$ cat src/rtl/regport_uop_pkg.sv
package regport_uop_pkg;

    typedef enum logic [2:0] {
        C_SINGLE = 3'd0,
        C_LDPOST = 3'd1,
        C_STREG  = 3'd2,
        C_MOVD   = 3'd3,
        C_DIV    = 3'd4,
        C_MAC    = 3'd5,
        C_LMULTI = 3'd6,
        C_SMULTI = 3'd7
    } cls_e;

    typedef enum logic [3:0] {
        K_PASS   = 4'd0,
        K_LOAD   = 4'd1,
        K_BASE   = 4'd2,
        K_ADDR   = 4'd3,
        K_STDATA = 4'd4,
        K_MOVE   = 4'd5,
        K_QUOT   = 4'd6,
        K_REM    = 4'd7,
        K_MUL    = 4'd8,
        K_ACC    = 4'd9,
        K_LDW    = 4'd10,
        K_STW    = 4'd11,
        K_EMPTY  = 4'd12
    } kind_e;

    function automatic logic is_multi(input cls_e c);
        return (c == C_LMULTI) || (c == C_SMULTI);
    endfunction

endpackage

$ cat src/rtl/regport_uop_lowbit.sv
module regport_uop_lowbit #(
    parameter int W  = 16,
    parameter int IW = (W > 1) ? $clog2(W) : 1
) (
    input  logic [W-1:0]  vec,
    output logic [IW-1:0] idx,
    output logic          any,
    output logic          more
);
    logic [W-1:0] below;
    logic [W-1:0] onehot;

    assign below[0]  = 1'b0;
    assign onehot[0] = vec[0];

    genvar gi;
    generate
        for (gi = 1; gi < W; gi++) begin : g_chain
            assign below[gi]  = below[gi-1] | vec[gi-1];
            assign onehot[gi] = vec[gi] & ~below[gi];
        end
    endgenerate

    always_comb begin
        idx = '0;
        for (int i = 0; i < W; i++) begin
            if (onehot[i]) idx = idx | IW'(i);
        end
    end

    assign any  = |vec;
    assign more = |(vec & ~onehot);
endmodule

$ cat src/rtl/regport_uop_form.sv
module regport_uop_form
    import regport_uop_pkg::*;
#(
    parameter int NREG = 16,
    parameter int RW   = $clog2(NREG)
) (
    input  cls_e            cls,
    input  logic            phase,
    input  logic [RW-1:0]   rt,
    input  logic [RW-1:0]   ra,
    input  logic [RW-1:0]   rb,
    input  logic [RW-1:0]   rs,
    input  logic [NREG-1:0] mask,
    input  logic            wb,
    output kind_e           kind,
    output logic [RW-1:0]   dst,
    output logic [RW-1:0]   src_a,
    output logic [RW-1:0]   src_b,
    output logic            wen,
    output logic            last
);
    logic [RW-1:0] low_reg;
    logic          mask_any;
    logic          mask_more;

    regport_uop_lowbit #(.W(NREG), .IW(RW)) u_low (
        .vec  (mask),
        .idx  (low_reg),
        .any  (mask_any),
        .more (mask_more)
    );

    always_comb begin
        kind  = K_PASS;
        dst   = rt;
        src_a = ra;
        src_b = rb;
        wen   = 1'b0;
        last  = 1'b1;
        unique case (cls)
            C_SINGLE: begin
                wen = wb;
            end
            C_LDPOST: begin
                wen = 1'b1;
                if (!phase) begin
                    kind = K_LOAD;
                    last = 1'b0;
                end else begin
                    kind = K_BASE;
                    dst  = ra;
                end
            end
            C_STREG: begin
                if (!phase) begin
                    kind = K_ADDR;
                    last = 1'b0;
                end else begin
                    kind  = K_STDATA;
                    src_a = rt;
                end
            end
            C_MOVD: begin
                kind  = K_MOVE;
                wen   = 1'b1;
                dst   = {rt[RW-1:1], phase};
                src_a = {ra[RW-1:1], phase};
                last  = phase;
            end
            C_DIV: begin
                wen = 1'b1;
                if (!phase) begin
                    kind = K_QUOT;
                    last = 1'b0;
                end else begin
                    kind = K_REM;
                    dst  = rs;
                end
            end
            C_MAC: begin
                if (!phase) begin
                    kind = K_MUL;
                    last = 1'b0;
                end else begin
                    kind  = K_ACC;
                    src_a = rt;
                    wen   = 1'b1;
                end
            end
            C_LMULTI, C_SMULTI: begin
                if (mask_any) begin
                    kind  = (cls == C_LMULTI) ? K_LDW : K_STW;
                    wen   = (cls == C_LMULTI);
                    dst   = low_reg;
                    src_b = low_reg;
                    last  = !mask_more && !wb;
                end else if (wb) begin
                    kind = K_BASE;
                    dst  = ra;
                    wen  = 1'b1;
                end else begin
                    kind = K_EMPTY;
                end
            end
            default: ;
        endcase
    end
endmodule

$ cat src/rtl/regport_uop_seq.sv
module regport_uop_seq
    import regport_uop_pkg::*;
#(
    parameter int NREG = 16,
    parameter int RW   = $clog2(NREG)
) (
    input  logic            clk,
    input  logic            rst_n,
    input  logic            in_valid,
    output logic            in_ready,
    input  logic [2:0]      in_class,
    input  logic [RW-1:0]   in_rt,
    input  logic [RW-1:0]   in_ra,
    input  logic [RW-1:0]   in_rb,
    input  logic [RW-1:0]   in_rs,
    input  logic [NREG-1:0] in_mask,
    input  logic            in_wb,
    output logic            out_valid,
    input  logic            out_ready,
    output logic [3:0]      out_kind,
    output logic [RW-1:0]   out_dst,
    output logic [RW-1:0]   out_src_a,
    output logic [RW-1:0]   out_src_b,
    output logic            out_wen,
    output logic            out_first,
    output logic            out_last
);
    localparam int CW = $clog2(NREG + 2) + 1;

    typedef struct packed {
        logic            busy;
        logic            first;
        logic            phase;
        cls_e            cls;
        logic [RW-1:0]   rt;
        logic [RW-1:0]   ra;
        logic [RW-1:0]   rb;
        logic [RW-1:0]   rs;
        logic [NREG-1:0] mask;
        logic            wb;
        logic [CW-1:0]   cnt;
    } seq_t;

    seq_t  st_d, st_q;
    kind_e kind;
    logic  take_in, take_out, last_w;

    regport_uop_form #(.NREG(NREG), .RW(RW)) u_form (
        .cls   (st_q.cls),
        .phase (st_q.phase),
        .rt    (st_q.rt),
        .ra    (st_q.ra),
        .rb    (st_q.rb),
        .rs    (st_q.rs),
        .mask  (st_q.mask),
        .wb    (st_q.wb),
        .kind  (kind),
        .dst   (out_dst),
        .src_a (out_src_a),
        .src_b (out_src_b),
        .wen   (out_wen),
        .last  (last_w)
    );

    assign out_valid = st_q.busy;
    assign out_kind  = kind;
    assign out_first = st_q.first;
    assign out_last  = last_w;
    assign take_out  = out_valid && out_ready;
    assign in_ready  = !st_q.busy || (take_out && last_w);
    assign take_in   = in_valid && in_ready;

    always_comb begin
        st_d = st_q;
        if (take_out) begin
            st_d.first = 1'b0;
            st_d.cnt   = st_q.cnt + CW'(1);
            if (last_w) begin
                st_d.busy = 1'b0;
            end else if (is_multi(st_q.cls)) begin
                st_d.mask = st_q.mask & (st_q.mask - NREG'(1));
            end else begin
                st_d.phase = 1'b1;
            end
        end
        if (take_in) begin
            st_d.busy  = 1'b1;
            st_d.first = 1'b1;
            st_d.phase = 1'b0;
            st_d.cls   = cls_e'(in_class);
            st_d.rt    = in_rt;
            st_d.ra    = in_ra;
            st_d.rb    = in_rb;
            st_d.rs    = in_rs;
            st_d.mask  = in_mask;
            st_d.wb    = in_wb;
            st_d.cnt   = '0;
        end
    end

    always_ff @(posedge clk) begin
        if (!rst_n) begin
            st_q <= '0;
        end else begin
            st_q <= st_d;
        end
    end

    p_hold_r13: assert property (@(posedge clk) disable iff (!rst_n)
        (out_valid && !out_ready) |=> (out_valid && $stable(out_kind) && $stable(out_dst)
            && $stable(out_src_a) && $stable(out_src_b) && $stable(out_wen)
            && $stable(out_first) && $stable(out_last)));

    p_first_after_take_r11: assert property (@(posedge clk) disable iff (!rst_n)
        (in_valid && in_ready) |=> (out_valid && out_first));

    p_first_clears_r11: assert property (@(posedge clk) disable iff (!rst_n)
        (out_valid && out_ready && !out_last) |=> !out_first);

    p_busy_blocks_r12: assert property (@(posedge clk) disable iff (!rst_n)
        (out_valid && !(out_ready && out_last)) |-> !in_ready);

    p_mop_bound_r8: assert property (@(posedge clk) disable iff (!rst_n)
        out_valid |-> (st_q.cnt <= CW'(NREG)));

    p_base_last_r10: assert property (@(posedge clk) disable iff (!rst_n)
        (out_valid && is_multi(st_q.cls) && out_kind == 4'd2) |-> out_last);

    p_reset_idle_r1: assert property (@(posedge clk)
        !rst_n |=> (!out_valid && in_ready));
endmodule

$ cat config.mk
export PLATFORM = sky130hd
export DESIGN_NAME = regport_uop_seq
export DESIGN_NICKNAME = d
export VERILOG_FILES = /design/src/rtl/regport_uop_pkg.sv /design/src/rtl/regport_uop_lowbit.sv /design/src/rtl/regport_uop_form.sv /design/src/rtl/regport_uop_seq.sv
export SDC_FILE = /design/constraint.sdc
export NUM_CORES = 1
export LEC_CHECK = 0
export BUFFER_PORTS_ARGS = -buffer_cell sky130_fd_sc_hd__clkbuf_2
export CORE_UTILIZATION = 59
export DETAILED_ROUTE_END_ITERATION = 7
export GPL_ROUTABILITY_DRIVEN = 0
export PLACE_DENSITY = 0.88
export SETUP_SLACK_MARGIN = 0.1
export SYNTH_ARGS = -nofsm -noshare
export SYNTH_HDL_FRONTEND = slang
export SYNTH_SLANG_ARGS = --single-unit
$ cat constraint.sdc
create_clock -name clk -period 6.8 [get_ports clk]
set_input_delay 0 -clock clk [delete_from_list [all_inputs] [get_ports clk]]
set_output_delay 0 -clock clk [all_outputs]
set_load 0.05 [all_outputs]
# Yosys cells after proc, flatten, opt, wreduce, memory -nomap -nowiden
# Cells that the tools add are included.
# Widths: inputs -> output; s select.
# word_totals
ff_bits	45
out_inout_bits	21
word_cells	141
inputBits	40
# op_classes
muxes	47
n_reduce_logical	23
bitwise	50
n_eq_ne	8
add_sub_neg	2
# op_table
op	n
$mux 4	17
$mux 16	3
$mux 45	1
$and 16x16->16	2
$reduce_or 16->1	2
$pmux 4 s6	1
$mux 3	6
$not 1->1	18
$not 16->16	1
$pmux 4 s4	1
$sub 16x1->16 const B	1
$and 1x1->1	15
$or 1x1->1	14
$eq 3x3->1 const B	4
$mux 1	11
$pmux 4 s2	1
$add 6x1->6 const B	1
$eq 3x2->1 const B	2
$mux 2	3
$mux 6	1
$reduce_and 3->1	2
$reduce_bool 2->1	3
$reduce_or 2->1	3
$logic_and 1x1->1	4
10 further kinds	13

# Longest topological paths before layout
# Gate-level depths: netlist (run 1).
# depth
word_depth	28
mapped_depth	11
depth_no_buf	7

# Cells and area by module
# A second synthesis (run 1) with hierarchy kept.
# unflattened
cells_unflattened	338
hier_area_um2	2562.5
# modules_own_cells
mod	cells_each	seq_area_each_um2	area_per_inst_um2	instances
regport_uop_seq	175	780.7	1493.9	1
regport_uop_form	115	0.0	747.0	1
regport_uop_lowbit	48	0.0	321.6	1

# Least setup slack after synthesis (run 1)
# No wires, ideal clock.
# synth_timing
path_type	register -> register
from	register st_q[8] (netlist bit)
to	register st_q, in the netlist out_valid
t_arrival_ns	3.272
path_buffers	1
t_required_ns	6.623
path_stages_with_launch	9
path_slack_ns	3.351
setup_ns	0.177
cell_sequence	dfxtp_1 buf_2 nor4_4 nand2_2 o32a_1 a2111o_1 o31a_1 o21ai_0 a21oi_1
# synth_via
elab_chain_cells	28
elab_cells_between_ends	58
classes_between	3 x mux; 45 x bitwise; 10 x reduce/logical
# synth_lines
element	line_no	rtl
from (decl)	regport_uop_seq.sv:44	seq_t st_d, st_q;
from (signal assigned)	regport_uop_seq.sv:105	st_q <= st_d;
$or 1x1->1 (14 in a row)	regport_uop_lowbit.sv:19	assign below[gi] = below[gi-1] | vec[gi-1];
$not 1->1	regport_uop_lowbit.sv:20	assign onehot[gi] = vec[gi] & ~below[gi];
$and 1x1->1	regport_uop_lowbit.sv:20	
$not 16->16	regport_uop_lowbit.sv:32	assign more = |(vec & ~onehot);
$and 16x16->16	regport_uop_lowbit.sv:32	
$reduce_or 16->1	regport_uop_lowbit.sv:32	
$logic_not 1->1	regport_uop_form.sv:96	last = !mask_more && !wb;
$logic_and 1x1->1	regport_uop_form.sv:96	
$mux 1 *	regport_uop_form.sv:91	if (mask_any) begin
$pmux 1 s3 *	regport_uop_form.sv:40	unique case (cls)
$logic_and 1x1->1 *	regport_uop_seq.sv:70	assign in_ready = !st_q.busy || (take_out && last_w);
$logic_or 1x1->1 *	regport_uop_seq.sv:70	
net in_ready	regport_uop_seq.sv:10	output logic in_ready,
$logic_and 1x1->1 *	regport_uop_seq.sv:71	assign take_in = in_valid && in_ready;
$reduce_bool 2->1 (no source line)	--	
$reduce_and 2->1 (no source line)	--	
# The timed path passes the listed nets; every way through them passes the cells marked *.
# A chain may end at the register's enable or synchronous reset.

# Worst setup path after layout (run 1)
# layout_timing
from	register st_q[40] (netlist bit)
to	register st_q[19] (netlist bit)
# layout_via
elab_chain_cells	8
elab_cells_between_ends	19
classes_between	8 x eq/ne; 2 x mux; 9 x reduce/logical
# layout_lines
element	line_no
$eq 3x1->1 (tied with other cells)	regport_uop_form.sv:40
$reduce_or 4->1 (no source line) or $reduce_or 2->1 (tied branches)	--
$pmux 1 s3	regport_uop_form.sv:40
$logic_and 1x1->1	regport_uop_seq.sv:70
$logic_or 1x1->1	regport_uop_seq.sv:70
$logic_and 1x1->1	regport_uop_seq.sv:71
$ne 2x2->1 (no source line) or $reduce_bool 2->1 (tied branches)	--
$reduce_and 3->1 (no source line)	--
# Several ways; a longest one is shown, not always the timed one.

==> results.toml, run 1 <==
[floorplanning]
dieArea_sq_mm = 0.004812
die_w_microns = 69.37
core_sq_mm = 0.004354
die_h_microns = 69.37
initial_core_util = 0.6149
ios = 61
fp-row-count = 24

[clock_network]
root_buffer = "clkbuf_8"
cts_hold_buf = 33
cts_tree = "done"
cts_resized = 0
cts_buffers = 5
clockBufferDepth = 2
path_clk_slew_ns = 0.08
cts_sinks = 39
htree_levels = 2
clk_latency_ns = 0.30
postCtsSetupBuffers = 0

[synth]
async_flop_share = 0
synthesis.nets = 413
synthSimpleGateAreaFrac = 0.2692
yosys_warnings = 0
muxShareOfSynthArea = 0.01262
ys_types = 59
syn_area_sq_mm = 0.002678
avgSynthCellArea_sq_um = 7.178
synth-seq-cells = 39
synth_top_family_by_area = "compound AO/OA/AOI/OAI gates"
yosysSeqAreaShare = 0.2916
synth_edf_count = 0
dominantRegCellSynth = "dfxtp_1"
synth-compound-area-share = 0.3411
syn_inst = 373
synthXorXnorAreaFrac = 0
synth-adder-area-share = 0.007477

[route]
dr.pass1.iters = 7
ant_nets = 0
viasPerCell = 6.561
drtIter0Drc = 392
wl_microns = 7929
route.vias.total = 3228
post_drt_wl_per_cell_microns = 16.12
drc = 0

[placement]
io_buffers = 60
post-dp-hpwl_microns = 4998
preCtsSetupSlack_ns = 3.295

[power]
power_uw = 734.0
cellPowerDensity_mw_per_mm2 = 222.6
switching_share = 0.4255
p_comb_frac = 0.380
leakagePower_nw = 1.266
intPower_uw = 421.7
ir_worst_vdd_uv = 153.3
seq_power_share = 0.396
clock_power_share = 0.224
p_switching_uw = 312.4

[grt]
grt_use_total = 0.3274
grt_max_degree = 35
antenna_found_initial = 0
grt_overflow_total = 0
grt_pass1_vias = 2820
grt_pass1_wl_microns = 12910

[critical_path]
cp-start-kind = "register"
path_class = "reg2reg"
cp.arrival_ns = 3.83
crit_path_max_fanout = 29
end_kind = "register"
worstPathRequired_ns = 6.99

[cells_and_area]
n_fill_cell = 335
antenna_cells = 0
fin_nets = 479
regArea_sq_um = 780.7
synthToLayoutAreaGrowth_pct = 23.18
drive_gt1_frac = 0.1932
multiInputGateArea_sq_mm = 0.001688

[worst_hold_path]
hold_path.class = "in2reg"

[sta]
worst_slew_margin_rel = 0.2173
period_needed_ns = 3.639
worst_slack_ns = 3.161
tightest_slew_ns = 1.167
hold_viol_final = 0
setup_viol_count_final = 0
fmax_mhz = 274.8
setup_tns_ns = 0
rsz0062_at_grt = "no"
finalCritPeriodShare = 0.5351
drv_slew = 0
hold_slack_ns = 0.007463
fin_skew_ns = 0.008282

[run]
max_cap_viol_count = 0

[status]
status = "completed"
## power groups by stage
stage / clock [mW] / combinational (mW) / sequential (mW)
CTS: 0.165 / 0.273 / 0.289
finish: 0.164 / 0.279 / 0.291
detailed placement: 0 / 0.257 / 0.294
floorplan: 0 / 0.222 / 0.273
global placement: 0 / 0.253 / 0.293
global route: 0.175 / 0.300 / 0.294
## synthesized netlist by cell type, types with 4 or more instances
| cell type | instances | area [sq um] |
|---|---|---|
| inv_1 | 5 | 18.77 |
| dfxtp_1 | 39 | 780.8 |
| nand3_1 | 27 | 135.1 |
| a211oi_1 | 4 | 30.03 |
| nand2_1 | 34 | 127.6 |
| clkbuf_1 | 18 | 67.56 |
| buf_1 | 6 | 22.52 |
| buf_6 | 4 | 45.04 |
| buf_2 | 5 | 25.02 |
| nor3_1 | 11 | 55.05 |
| a21oi_1 | 47 | 235.2 |
| nand4_1 | 9 | 56.30 |
| o22ai_1 | 16 | 100.1 |
| nor2_1 | 32 | 120.1 |
| o21ai_0 | 43 | 215.2 |
## cell families after synthesis
family | after synthesis
buf+inv | 43
simple gates | 138
flops | 39
compound gates | 148
mux | 3
fa+ha+maj | 2
## routing by layer
metal	vias to the layer above	part of all wire	track usage
li1	1527	-	-
met1	1473	0.42	0.4530
met2	199	0.46	0.5178
met3	29	0.093	0.05378
met4	0	0.025	0.1088
met5	-	0	0
## critical path, stage by stage, from the launching register on
cell       delay [ns]
dfxtp_1          0.89
nand2_1          0.32
o21ai_0          0.24
o21ai_0          0.18
or2_2            0.38
nor4_4           0.85
nor2_1           0.11
buf_4            0.23
a2111oi_2        0.34
## final cells by class
| type | count | area share |
|---|---|---|
| Sequential cell | 39 | 0.2367 |
| Inverter | 7 | 0.007967 |
| Timing Repair Buffer | 95 | 0.1958 |
| Clock buffer | 5 | 0.02086 |
| Multi-Input combinational cell | 291 | 0.5118 |
| Tap cell | 52 | 0.01973 |
| Clock inverter | 3 | 0.007208 |
## registers in the layout (all words and copies together) (netlist names)
signal,count
st_q,37
out_first,1
out_valid,1
## cell usage in the layout, fill, tap and decap left out, types with 4 or more instances in the layout
cell type / n
clkbuf_2: 60
a21oi_1: 47
nand3_1: 27
dfxtp_1: 39
clkbuf_8: 5
inv_1: 5
nor3_1: 11
nand4_1: 9
dlygate4sd3_1: 33
nand2_1: 34
nor2_1: 32
o21ai_0: 43
a211oi_1: 4
o22ai_1: 16
## final timing paths
check	slack [ns]	cells after the start	start	to
hold / removal	0.007	3	in_mask[8]	st_q[15]
setup / recovery	3.16	8	st_q[40]	st_q[19]
setup reg to reg	3.16	8	st_q[40]	st_q[19]
hold reg to reg	0.47	2	st_q[25]	st_q[25]
## metrics by stage
| step | utilization | cell area [sq um] | instances |
|---|---|---|---|
| after global placement | 0.6603 | 2875 | 451 |
| final | 0.7575 | 3298 | 492 |
| after floorplan | - | 2678 | 373 |
| after global routing | 0.7575 | 3298 | 492 |
| after detailed placement | 0.6603 | 2875 | 451 |
| after CTS | 0.7575 | 3298 | 492 |
Power figures use the tool's default switching activity.
==> run 2, diff against run 1 <==
--- a/config.mk
+++ b/config.mk
@@ -5,11 +5,12 @@
 export SDC_FILE = /design/constraint.sdc
 export NUM_CORES = 1
 export LEC_CHECK = 0
+export ABC_AREA = 1
 export BUFFER_PORTS_ARGS = -buffer_cell sky130_fd_sc_hd__clkbuf_2
-export CORE_UTILIZATION = 59
+export CORE_UTILIZATION = 54
 export DETAILED_ROUTE_END_ITERATION = 7
 export GPL_ROUTABILITY_DRIVEN = 0
-export PLACE_DENSITY = 0.88
+export PLACE_DENSITY = 0.82
 export SETUP_SLACK_MARGIN = 0.1
 export SYNTH_ARGS = -nofsm -noshare
 export SYNTH_HDL_FRONTEND = slang
==> constraint.sdc (replaced) <==
create_clock -name clk -period 3.7 [get_ports clk]
set_input_delay 0 -clock clk [delete_from_list [all_inputs] [get_ports clk]]
set_output_delay 0 -clock clk [all_outputs]
set_load 0.05 [all_outputs]
==> run 2 against run 1 <==
  * The flow now finishes with violations (DRC)
  * Maximum frequency up 37%
  * First-iteration DRC count down 33%
  * Synthesized cell count up 12%
  * Largest power group unchanged
  * Highest routed layer unchanged
==> results.toml, run 2 <==
[floorplanning]
initial_core_util = 0.5766
dieArea_sq_mm = 0.005058
core_sq_mm = 0.004474
ios = 61
die_w_microns = 71.12
die_h_microns = 71.12
fp-row-count = 24

[synth]
synth-adder-area-share = 0
ys_top_cells_by_count = "73 x nand2_1, 64 x nor2_1, 57 x inv_1"
ys_types = 33
muxShareOfSynthArea = 0
yosys_warnings = 0
syn_area_sq_mm = 0.002580
synth-compound-area-share = 0.2076
synthTopCellsByArea = "dfxtp_1 30%, nand2_1 11%, nand3_1 9.7%"
yosysSeqAreaShare = 0.3026
synthXorXnorAreaFrac = 0
synth_area_leader_cell = "dfxtp_1"
synth_top_family_by_area = "simple AND/OR/NAND/NOR gates"
synth_edf_count = 0
dominantRegCellSynth = "dfxtp_1"
yosysMostFrequentCell = "nand2_1"
synthSimpleGateAreaFrac = 0.3715
avgSynthCellArea_sq_um = 6.172
yosysTopAreaCellShare = 0.3026
async_flop_share = 0
synthesis.nets = 458
synth-seq-cells = 39
syn_inst = 418

[sta]
fmax_mhz = 377.2
fin_skew_ns = 0.008575
tightest_slew_ns = 0.4988
hold_slack_ns = 0.0008688
setup_tns_ns = 0
rsz0062_at_grt = "no"
period_needed_ns = 2.651
finalCritPeriodShare = 0.7165
drv_slew = 0
hold_viol_final = 0
worst_slew_margin_rel = 0.6644
setup_viol_count_final = 0

[clock_network]
path_clk_slew_ns = 0.08
cts_sinks = 39
cts_buffers = 5
postCtsSetupBuffers = 0
root_buffer = "clkbuf_8"
cts_hold_buf = 16
htree_levels = 2
clockBufferDepth = 2
cts_resized = 0
clk_latency_ns = 0.29
cts_tree = "done"

[placement]
post-dp-hpwl_microns = 5142
dp.cells = 514
io_buffers = 60

[critical_path]
critical-path-slowest-cell = "dfxtp_1"
worstPathRequired_ns = 3.92
crit_start = "st_q[9]"
timing.critical_path.buf_inv = 1
r2r_slack_ns = 1.05
cp-endpoint = "st_q[7]"
path_class = "reg2reg"
cp.arrival_ns = 2.87
cp-start-kind = "register"
end_kind = "register"
critPathTopFamily = "simple AND/OR/NAND/NOR gates"
crit_path_max_fanout = 50
r2r_start = "st_q[9]"
cpPeakStageDelay_ns = 0.35
reg2reg_to = "st_q[7]"
reg2reg_depth = 15
path_depth = 15
cp_cell_sequence = "nor2_2 > nand2_4 > nor2_2 > nor2_1 > nor2_1 > nand3_1 > nor2_1 > nand2_1 > nand2_1 > nand3_2 > nand2_4 > nand2_4 > inv_2 > nand2_1 > a21oi_1"

[power]
cellPowerDensity_mw_per_mm2 = 429.4
seq_power_share = 0.363
power_mw = 1.350
p_comb_frac = 0.362
ir_worst_vdd_uv = 270.1
clock_power_share = 0.275
leakagePower_nw = 1.519
switching_share = 0.3932
p_switching_uw = 530.7
intPower_uw = 818.9

[cells_and_area]
final_common_cell = "nand2_1"
drive_gt1_frac = 0.1770
synthToLayoutAreaGrowth_pct = 21.82
largest_reg_flops = 37
antenna_cells = 0
largest_register = "st_q"
fin_nets = 525
instances_no_fill = 538
fin_util = 0.7025
most-common-layout-cells = "73 x nand2_1, 64 x nor2_1, 60 x clkbuf_2"

[grt]
grt_max_degree = 51
antenna_found_initial = 0
grt_pass1_wl_microns = 12140
grt_use_total = 0.2981
grt_overflow_total = 0
grt_pass1_vias = 2807

[worst_hold_path]
hold_path.class = "in2reg"

[route]
drtIter0Drc = 264
dr.pass1.iters = 7
route.vias.total = 3016
ant_nets = 0
wl_microns = 7191
post_drt_wl_per_cell_microns = 13.37
viasPerCell = 5.606
drc = 5

[status]
status = "complete, but fails checks"
violations = "DRC"

[run]
max_cap_viol_count = 0
## run 2: changes by cell type after synthesis, moves of 11 or more
cell | previous run | this run
a21oi_1 | 47 | 35
inv_1 | 5 | 57
nand2_1 | 34 | 73
nand3_1 | 27 | 50
nor2_1 | 32 | 64
o22ai_1 | 16 | 5
## run 2: cell type report
type                    count  area (sq um)
flip-flops and latches     39         780.7
inverters                  58         217.7
clock buffers               6         82.58
multi-input cells         304          1494
clock inverters             2         35.03
well taps                  52         65.06
repair buffers             77         467.9
fillers                   394          1331
## run 2: through the flow
stage | worst slack, ns | cell area (sq um)
5_1_grt | 0.7918 | 3143
3_3_place_gp | 1.219 | 2865
6_report | 1.049 | 3143
3_5_place_dp | 1.122 | 2865
2_1_floorplan | 1.491 | 2580
4_1_cts | 1.091 | 3143
## run 2: power by group through the flow
stage	registers [mW]	clock network (mW)	logic, mW
finish	0.490	0.371	0.489
global route	0.494	0.389	0.532
CTS	0.489	0.375	0.483
global placement	0.497	0	0.459
floorplan	0.496	0	0.366
detailed placement	0.498	0	0.467
## run 2: routing by layer
layer,track usage,part of all wire,vias up
met4,0.1222,0.020,0
met5,0,0,-
li1,-,-,1510
met2,0.5513,0.52,116
met3,0.04701,0.048,15
met1,0.3407,0.41,1375
## run 2: kinds of logic after synthesis
logic type,count (synthesis)
buffers and inverters,75
AOI/OAI and AO/OA,94
and+or+nand+nor,210
DFF,39
## run 2: how the worst min path moves through the flow
stage | startpoint | endpoint | slack, ns | depth (start not counted)
after CTS | in_ra[1] | st_q[32] | 0.002 | 3
after floorplan | rst_n | st_q[19] | 0.13 | 2
after global routing | in_rt[0] | st_q[35] | 0.02 | 3
after detailed placement | in_mask[0] | st_q[7] | 0.26 | 3
final | in_ra[1] | st_q[32] | 0.0009 | 3
after global placement | in_mask[0] | st_q[7] | 0.26 | 3
## run 2: tightest hold or removal path: stages
cell and delay (ns):
clkbuf_2 0.07, o21ai_0 0.08, a21oi_1 0.11
==> run 3, diff against run 2 <==
--- a/config.mk
+++ b/config.mk
@@ -7,10 +7,10 @@
 export LEC_CHECK = 0
 export ABC_AREA = 1
 export BUFFER_PORTS_ARGS = -buffer_cell sky130_fd_sc_hd__clkbuf_2
-export CORE_UTILIZATION = 54
+export CORE_UTILIZATION = 49
 export DETAILED_ROUTE_END_ITERATION = 7
 export GPL_ROUTABILITY_DRIVEN = 0
-export PLACE_DENSITY = 0.82
+export PLACE_DENSITY = 0.79
 export SETUP_SLACK_MARGIN = 0.1
 export SYNTH_ARGS = -nofsm -noshare
 export SYNTH_HDL_FRONTEND = slang
==> constraint.sdc (replaced) <==
create_clock -name clk -period 2.4 [get_ports clk]
set_input_delay 0 -clock clk [delete_from_list [all_inputs] [get_ports clk]]
set_output_delay 0 -clock clk [all_outputs]
set_load 0.05 [all_outputs]
==> run 3 against run 2 <==
  * Largest cell class unchanged
  * Total power increased by 63%
  * Via count increased by 3.8%
  * Combinational power grew 80%
  * Cell count up 7.1%
  * The flow now finishes without violations
  * Sequential share of layout area shrank 2.3 points
  * Non-clock buffer count rose by 19
  * Largest power group is now combinational cells
  * Global-route usage decreased by 0.85 points
  * Critical path depth fell by 3
  * Register-to-register slack lost 0.81 ns
==> results.toml, run 3 (synthesized netlist as in run 2, its figures left out) <==
[critical_path]
critPathTopFamily = "simple AND/OR/NAND/NOR gates"
path_class = "reg2out"
worstPathRequired_ns = 2.40
cp.arrival_ns = 2.26
end_kind = "output port"
crit_path_max_fanout = 6
path_common_cell = "nand2_4"
critical-path-slowest-cell = "dfxtp_2"
timing.critical_path.buf_inv = 2
cp-start-kind = "register"
cp_cell_sequence = "nor2_4 > nand2_4 > nor2_8 > nand3_4 > nor3_4 > buf_6 > nand2_4 > o22ai_4 > nand2_1 > o21ai_1 > o22a_1 > buf_8"
cpPeakStageDelay_ns = 0.35

[clock_network]
cts_buffers = 5
root_buffer = "clkbuf_8"
path_clk_slew_ns = 0.08
cts_tree = "done"
clk_latency_ns = 0.30
cts_sinks = 39
clockBufferDepth = 2
htree_levels = 2

[sta]
hold_viol_final = 0
period_needed_ns = 2.260
finalCritPeriodShare = 0.9418
drv_slew = 0
setup_viol_count_final = 0
setup_tns_ns = 0
fin_skew_ns = 0.006587
rsz0062_at_grt = "yes"
fmax_mhz = 442.4
tightest_slew_ns = 0.4894
worst_slew_margin_rel = 0.6738

[cells_and_area]
final_common_cell = "nand2_1"
drive_gt1_frac = 0.2411
largest_reg_flops = 37
instances_no_fill = 576
antenna_cells = 0
synthToLayoutAreaGrowth_pct = 35.45
fin_nets = 545
most-common-layout-cells = "70 x nand2_1, 58 x nor2_1, 54 x inv_1, 54 x clkbuf_2, 50 x nand3_1"
largest_register = "st_q"

[grt]
grt_max_degree = 27
grt_use_total = 0.2896
antenna_found_initial = 0
grt_pass1_vias = 2699
grt_pass1_wl_microns = 12210
grt_overflow_total = 0

[route]
ant_nets = 0
route.vias.total = 3131
post_drt_wl_per_cell_microns = 14.25
drtIter0Drc = 201
drc = 0
viasPerCell = 5.436
dr.pass1.iters = 4
wl_microns = 8207

[floorplanning]
die_h_microns = 74.56
initial_core_util = 0.5084
ios = 61
die_w_microns = 74.56
dieArea_sq_mm = 0.005559
fp-row-count = 26
core_sq_mm = 0.005075

[placement]
post-dp-hpwl_microns = 5413
io_buffers = 60
dp.cells = 540

[status]
status = "completed"

[power]
power_mw = 2.204
cellPowerDensity_mw_per_mm2 = 630.8
ir_worst_vdd_uv = 399.0
leakagePower_nw = 1.656

[run]
max_cap_viol_count = 0

[worst_hold_path]
hold_path.class = "in2reg"
[run 3: where the power goes]
group	leakage (nW)	internal [mW]	switching (mW)
clock network	0.0581	0.310	0.255
registers	0.325	0.703	0.0571
logic	1.27	0.306	0.573
[run 3: layout make-up]
cell class / count / area, sq um
flip-flops and latches: 39 / 788.3
clock inverters: 3 / 43.79
fillers: 448 / 1580
clock buffers: 5 / 68.82
well taps: 70 / 87.58
repair buffers: 96 / 701.9
inverters: 58 / 220.2
multi-input cells: 305 / 1584
[run 3: worst paths after layout]
check / from / endpoint / slack, ns / cells past startpoint
worst max-delay path: st_q[7] / out_dst[2] / 0.14 / 12
worst min-delay path: in_rt[0] / st_q[35] / 0.009 / 3
worst max register to register: st_q[7] / st_q[28] / 0.24 / 16
worst min register to register: out_first / out_first / 0.49 / 2
[run 3: timing repair]
item,4_1_cts,5_1_grt
endpoints found under the setup margin,30,45
endpoints found under the hold margin,21,0
setup buffers,1,4
gates resized for setup,19,39
hold buffers,21,0
pin swaps,2,11
gates cloned,0,2
[run 3: per-layer routing]
layer / up-vias / global-route usage / part of all wire
met5: - / 0 / 0
met4: 0 / 0.1174 / 0.023
met3: 23 / 0.05014 / 0.056
met2: 130 / 0.5105 / 0.51
met1: 1423 / 0.3472 / 0.41
li1: 1555 / - / -
[run 3: per-stage QoR]
stage | utilization | worst slack, ns | hold WS [ns] | instance area, sq um
final | 0.6886 | 0.1396 | 0.008609 | 3495
after global routing | 0.6886 | 0.04392 | 0.02353 | 3495
after global placement | 0.5833 | 0.1041 | 0.2485 | 2960
after detailed placement | 0.5833 | 0.01330 | 0.2531 | 2960
after CTS | 0.6627 | 0.1103 | 0.0007715 | 3363
after floorplan | - | 0.1914 | 0.1308 | 2580
[run 3: tightest hold or removal path: cells and delay by family]
family	cells	cell delay [ns]
compound gates	2	0.20
buf+inv	1	0.07
